[config.mk]
export PLATFORM = sky130hd
export DESIGN_NAME = irq_lvl_ctrl
export DESIGN_NICKNAME = d
export VERILOG_FILES = /design/src/rtl/irq_lvl_pkg.sv /design/src/rtl/irq_lvl_ctl.sv /design/src/rtl/irq_lvl_dp.sv /design/src/rtl/irq_lvl_ctrl.sv
export SDC_FILE = /design/constraint.sdc
export NUM_CORES = 1
export LEC_CHECK = 0
export CORE_AREA = 5 5 135 137
export CTS_CLUSTER_SIZE = 10
export DETAILED_ROUTE_END_ITERATION = 7
export DIE_AREA = 0 0 140 142
export DONT_BUFFER_PORTS = 1
export PLACE_DENSITY = 0.46
export SLEW_MARGIN = 40
export SYNTH_ARGS = -nofsm -noshare
export SYNTH_HDL_FRONTEND = slang
export SYNTH_HIERARCHICAL = 1
export SYNTH_SLANG_ARGS = --single-unit
[constraint.sdc]
create_clock -name clk -period 5.9 [get_ports clk]
set_input_delay 1.18 -clock clk [delete_from_list [all_inputs] [get_ports clk]]
set_output_delay 1.18 -clock clk [all_outputs]
set_load 0.03 [all_outputs]
[src/rtl/irq_lvl_pkg.sv]
package irq_lvl_pkg;

  localparam int DATA_W  = 32;
  localparam int LVL_W   = 3;
  localparam int NUM_SRC = 13;
  localparam int NUM_LVL = 3;

  // Status bit owned by each source index.
  function automatic int srcBitPos(input int idx);
    case (idx)
      0:       return 7;
      1:       return 3;
      2:       return 2;
      3:       return 9;
      4:       return 10;
      5:       return 12;
      6:       return 5;
      7:       return 17;
      8:       return 21;
      9:       return 23;
      10:      return 26;
      11:      return 27;
      default: return 28;
    endcase
  endfunction

  // Processor priority level requested by each source index.
  function automatic logic [LVL_W-1:0] srcLevel(input int idx);
    if (idx <= 6)      return 3'd3;
    else if (idx == 7) return 3'd5;
    else               return 3'd6;
  endfunction

  // Level by rank, rank 0 being the most urgent.
  function automatic logic [LVL_W-1:0] rankLevel(input int rank);
    case (rank)
      0:       return 3'd6;
      1:       return 3'd5;
      default: return 3'd3;
    endcase
  endfunction

  // All status bits that belong to sources of one level.
  function automatic logic [DATA_W-1:0] levelMask(input logic [LVL_W-1:0] lvl);
    logic [DATA_W-1:0] m;
    m = '0;
    for (int i = 0; i < NUM_SRC; i++)
      if (srcLevel(i) == lvl) m[srcBitPos(i)] = 1'b1;
    return m;
  endfunction

  localparam int SCSI_DMA_IDX = 10;
  localparam int SCSI_DMA_BIT = srcBitPos(SCSI_DMA_IDX);

  // Strobes from control to datapath.
  typedef struct packed {
    logic [DATA_W-1:0] hwSet;
    logic [DATA_W-1:0] hwClr;
    logic              statusWr;
    logic              maskWr;
    logic              rdStatus;
    logic              rdMask;
  } strobe_t;

endpackage

[src/rtl/irq_lvl_ctl.sv]
module irq_lvl_ctl
  import irq_lvl_pkg::*;
#(
  parameter int                ADDR_W     = 16,
  parameter logic [ADDR_W-1:0] STATUS_OFS = 16'h7000,
  parameter logic [ADDR_W-1:0] MASK_OFS   = 16'h7800
) (
  input  logic               clk,
  input  logic               rstN,
  input  logic [NUM_SRC-1:0] srcReq,
  input  logic               busWrEn,
  input  logic [ADDR_W-1:0]  busAddr,
  input  logic               ctlWrEn,
  input  logic               ctlDmaOn,
  output strobe_t            strb
);

  logic [NUM_SRC-1:0] reqPrev;
  logic [NUM_SRC-1:0] reqRise;
  logic [NUM_SRC-1:0] reqFall;
  logic               dmaLineEvt;
  logic               hitStatus;
  logic               hitMask;

  // Previous line values, for transition detection.
  always_ff @(posedge clk) begin
    if (!rstN) reqPrev <= '0;
    else       reqPrev <= srcReq;
  end

  assign reqRise    = srcReq & ~reqPrev;
  assign reqFall    = ~srcReq & reqPrev;
  assign dmaLineEvt = reqRise[SCSI_DMA_IDX] | reqFall[SCSI_DMA_IDX];

  assign hitStatus = (busAddr == STATUS_OFS);
  assign hitMask   = (busAddr == MASK_OFS);

  always_comb begin
    strb = '0;
    for (int i = 0; i < NUM_SRC; i++) begin
      if (reqRise[i]) strb.hwSet[srcBitPos(i)] = 1'b1;
      if (reqFall[i]) strb.hwClr[srcBitPos(i)] = 1'b1;
    end
    // Control-register path: a real line edge on the same source wins.
    if (ctlWrEn && !dmaLineEvt) begin
      if (ctlDmaOn) strb.hwSet[SCSI_DMA_BIT] = 1'b1;
      else          strb.hwClr[SCSI_DMA_BIT] = 1'b1;
    end
    strb.statusWr = busWrEn && hitStatus;
    strb.maskWr   = busWrEn && hitMask;
    strb.rdStatus = hitStatus;
    strb.rdMask   = hitMask;
  end

endmodule

[src/rtl/irq_lvl_dp.sv]
module irq_lvl_dp
  import irq_lvl_pkg::*;
(
  input  logic              clk,
  input  logic              rstN,
  input  strobe_t           strb,
  input  logic [DATA_W-1:0] busWdata,
  output logic [DATA_W-1:0] busRdata,
  output logic [DATA_W-1:0] statusQ,
  output logic [DATA_W-1:0] maskQ,
  output logic [LVL_W-1:0]  iplQ
);

  logic [DATA_W-1:0]  statusSw;
  logic [DATA_W-1:0]  statusNext;
  logic [DATA_W-1:0]  pending;
  logic [NUM_LVL-1:0] lvlHit;
  logic [LVL_W-1:0]   iplNext;

  // Software value first, then hardware events override per bit.
  assign statusSw   = strb.statusWr ? busWdata : statusQ;
  assign statusNext = (statusSw & ~strb.hwClr) | strb.hwSet;

  always_ff @(posedge clk) begin
    if (!rstN) begin
      statusQ <= '0;
      maskQ   <= '0;
    end else begin
      statusQ <= statusNext;
      if (strb.maskWr) maskQ <= busWdata;
    end
  end

  assign pending = statusQ & maskQ;

  for (genvar g = 0; g < NUM_LVL; g++) begin : g_lvl
    localparam logic [DATA_W-1:0] LMASK = levelMask(rankLevel(g));
    assign lvlHit[g] = |(pending & LMASK);
  end

  // Walk from least to most urgent so the most urgent hit is kept.
  always_comb begin
    iplNext = '0;
    for (int g = NUM_LVL - 1; g >= 0; g--)
      if (lvlHit[g]) iplNext = rankLevel(g);
  end

  always_ff @(posedge clk) begin
    if (!rstN) iplQ <= '0;
    else       iplQ <= iplNext;
  end

  always_comb begin
    if (strb.rdStatus)    busRdata = statusQ;
    else if (strb.rdMask) busRdata = maskQ;
    else                  busRdata = '0;
  end

endmodule

[src/rtl/irq_lvl_ctrl.sv]
module irq_lvl_ctrl
  import irq_lvl_pkg::*;
#(
  parameter int                ADDR_W     = 16,
  parameter logic [ADDR_W-1:0] STATUS_OFS = 16'h7000,
  parameter logic [ADDR_W-1:0] MASK_OFS   = 16'h7800
) (
  input  logic               clk,
  input  logic               rstN,
  input  logic [NUM_SRC-1:0] srcReq,
  input  logic               busWrEn,
  input  logic [ADDR_W-1:0]  busAddr,
  input  logic [DATA_W-1:0]  busWdata,
  output logic [DATA_W-1:0]  busRdata,
  input  logic               ctlWrEn,
  input  logic               ctlDmaOn,
  output logic [LVL_W-1:0]   iplOut
);

  strobe_t           strb;
  logic [DATA_W-1:0] statusQ;
  logic [DATA_W-1:0] maskQ;

  irq_lvl_ctl #(
    .ADDR_W(ADDR_W), .STATUS_OFS(STATUS_OFS), .MASK_OFS(MASK_OFS)
  ) u_ctl (
    .clk(clk), .rstN(rstN), .srcReq(srcReq), .busWrEn(busWrEn),
    .busAddr(busAddr), .ctlWrEn(ctlWrEn), .ctlDmaOn(ctlDmaOn), .strb(strb)
  );

  irq_lvl_dp u_dp (
    .clk(clk), .rstN(rstN), .strb(strb), .busWdata(busWdata),
    .busRdata(busRdata), .statusQ(statusQ), .maskQ(maskQ), .iplQ(iplOut)
  );

endmodule

==> impl_metrics.env <==
export IMPL_status="completed"
export IMPL_drive_above_1_share=0.07066
export IMPL_drt_pass1_iterations=4
export IMPL_worstMarginPinSlew_ps=767.7
export IMPL_path_clk_slew_ps=60
export IMPL_vias_per_cell=4.136
export IMPL_avgSynthCellArea_um2=8.785
export IMPL_dp_hpwl_um=6585
export IMPL_die_h_um=142
export IMPL_synth_cells=470
export IMPL_ys_types=30
export IMPL_ys_seq_elements=80
export IMPL_cts_sinks=80
export IMPL_route_detailed_drc=0
export IMPL_finish_utilization=0.2637
export IMPL_grt_met3_usage=0.03999
export IMPL_mostFrequentLayoutCells="dfxtp_1, nand2_1, mux2i_1"
export IMPL_grt_met1_usage=0.1076
export IMPL_drt_initial_drc_count=85
export IMPL_slew_limit_headroom=0.4882
export IMPL_timing_hold_ws_ps=520.4
export IMPL_power_leakage_nw=1.490
export IMPL_initial_core_util=0.2438
export IMPL_setup_viol=0
export IMPL_finalMaxSlewViolations=0
export IMPL_syn_to_final_growth_pct=8.151
export IMPL_arrival_ps=3250
export IMPL_cp_start_kind="input pin"
export IMPL_min_period_ps=4429
export IMPL_synth_warnings=6
export IMPL_place_congestion=0.6654
export IMPL_vias=2862
export IMPL_netSwitchingFraction=0.2238
export IMPL_rsz0062_at_grt="no"
export IMPL_cp_max_fo=38
export IMPL_fp_dieArea_um2=19880
export IMPL_fin_setup_tns_ps=0
export IMPL_dpl_cell_count=677
export IMPL_antenna_found_initial=0
export IMPL_critical_path_class="input pin to output pin"
export IMPL_cts_max_path_buffers=2
export IMPL_p_sw_mw=0.2514
export IMPL_synth_xor_area_frac=0
export IMPL_power_frac_clock=0.449
export IMPL_worstPathRequired_ps=4720
export IMPL_synth_compound_area_frac=0.1155
export IMPL_p_int_mw=0.8720
export IMPL_synth_simple_area_share=0.2248
export IMPL_core_area_um2=16940
export IMPL_fmax_ghz=0.2258
export IMPL_finalNetCount=531
export IMPL_cts_buffers=9
export IMPL_regToRegSetupSlack_ps=4620
export IMPL_die_x_um=140
export IMPL_ant_nets=0
export IMPL_portBuffers=0
export IMPL_grt_pass1_wl_um=15350
export IMPL_p_seq_frac=0.509
export IMPL_muxShareOfSynthArea=0.1552
export IMPL_drv_cap=0
export IMPL_grt_overflow=0
export IMPL_p_comb_frac=0.042
export IMPL_holdBufCountCts=0
export IMPL_n_antenna_cell=0
export IMPL_cts_resized=0
export IMPL_fin_crit_sh=0.7507
export IMPL_synth_top_family_by_area="simple AND/OR/NAND/NOR gates"
export IMPL_cts_tree="built"
export IMPL_grt_max_degree=81
export IMPL_skew_ps=9.329
export IMPL_rows=48
export IMPL_ys_seq_area_frac=0.3879
export IMPL_drt_wl_total_um=9677
export IMPL_io_pins=101
export IMPL_grt_pass1_vias=2900
export IMPL_worstSetupEndpointType="output pin"
export IMPL_layout_commonest_cell="dfxtp_1"
export IMPL_cts_htree_levels=3
export IMPL_post_cts_buffers=0
export IMPL_hp_class="flop to flop"
export IMPL_ir_drop_uv=119.2
export IMPL_gr_max_usage_layer="met2"
export IMPL_routedWlPerCell_um=13.98
export IMPL_clkLatencyLatePin_ps=340
export IMPL_final_cells=692
export IMPL_synth_fa_ha_area_frac=0.006061
export IMPL_cts_root_buf="clkbuf_16"
export IMPL_hold_viol_final=0
export IMPL_power_density_nw_per_um2=251.6
export IMPL_use_met2=0.1719
export IMPL_synth_area_um2=4129
export IMPL_grtUsageTotal=0.09883
## area by class of cell
type,count,area (um^2)
multi-input cells,359,2228
well taps,225,281.5
clock buffers,10,229.0
clock inverters,5,35.03
fillers,1860,12470
inverters,2,7.507
flip-flops and latches,80,1602
repair buffers,11,82.58
## worst max-delay path: stages
cell and delay [ps]:
nor4_2 290, nand4_1 260, nor2_4 550, buf_4 470
nand2_1 100, o21ai_1 350
## registers in the layout (all words and copies together) (netlist names)
register       cells
u_ctl/reqPrev     13
u_dp/maskQ        32
u_dp/iplQ          3
u_dp/statusQ      32
## metal layers
layer  vias to the layer above  wire, um
li1                       1467         -
met1                      1322      4138
met2                        62      4728
met3                        11       651
met4                         0       159
met5                         -         0
## stage by stage
step	setup WS, ps	total power [mW]	cell area (um^2)
after CTS	1417	1.149	4466
after global routing	1249	1.179	4466
final	1471	1.123	4466
after floorplan	1800	0.6471	4268
after global placement	1457	0.6287	4202
after detailed placement	1420	0.6316	4202
## cell usage after synthesis
master / n / area share
nor2b_1: 56 / 0.085
a22oi_1: 2 / 0.0036
a222oi_1: 2 / 0.0048
a21boi_0: 2 / 0.0036
nand4_1: 2 / 0.0030
nor4_2: 1 / 0.0030
dfxtp_1: 80 / 0.39
mux2i_1: 64 / 0.16
and2_1: 13 / 0.020
a31o_2: 1 / 0.0021
and3_1: 3 / 0.0045
nor2_1: 33 / 0.030
and3b_1: 1 / 0.0021
buf_4: 44 / 0.080
o21a_1: 32 / 0.058
nor4_4: 1 / 0.0052
conb_1: 1 / 0.00091
nor4b_2: 1 / 0.0036
ha_1: 2 / 0.0061
nand2_1: 68 / 0.062
a32o_1: 1 / 0.0024
and4_1: 1 / 0.0021
clkbuf_1: 11 / 0.010
o21bai_1: 1 / 0.0018
o21ai_0: 32 / 0.039
buf_2: 8 / 0.0097
and2_2: 1 / 0.0018
nor3b_2: 1 / 0.0030
inv_1: 2 / 0.0018
buf_6: 3 / 0.0082
## worst paths after layout
path,startpoint,to,depth (start not counted)
setup reg to reg,u_dp/statusQ[10],u_dp/iplQ[0],3
setup / recovery,busAddr[6],busRdata[6],6
hold reg to reg,u_dp/maskQ[25],u_dp/maskQ[25],2
hold / removal,u_dp/maskQ[25],u_dp/maskQ[25],2
## power by group through the flow
stage	Clock [mW]	Sequential, mW	Combinational (mW)
2_1_floorplan	0	0.581	0.0662
3_3_place_gp	0	0.584	0.0449
3_5_place_dp	0	0.584	0.0471
4_1_cts	0.530	0.572	0.0473
5_1_grt	0.550	0.575	0.0543
6_report	0.504	0.572	0.0469
## cell families after synthesis
logic type | after synthesis
AO/OA/AOI/OAI | 73
adder cells (fa/ha/maj) | 2
AND/OR/NAND/NOR | 182
other | 1
multiplexers | 64
flip-flops | 80
buffers and inverters | 68
Power figures use the tool's default switching activity.
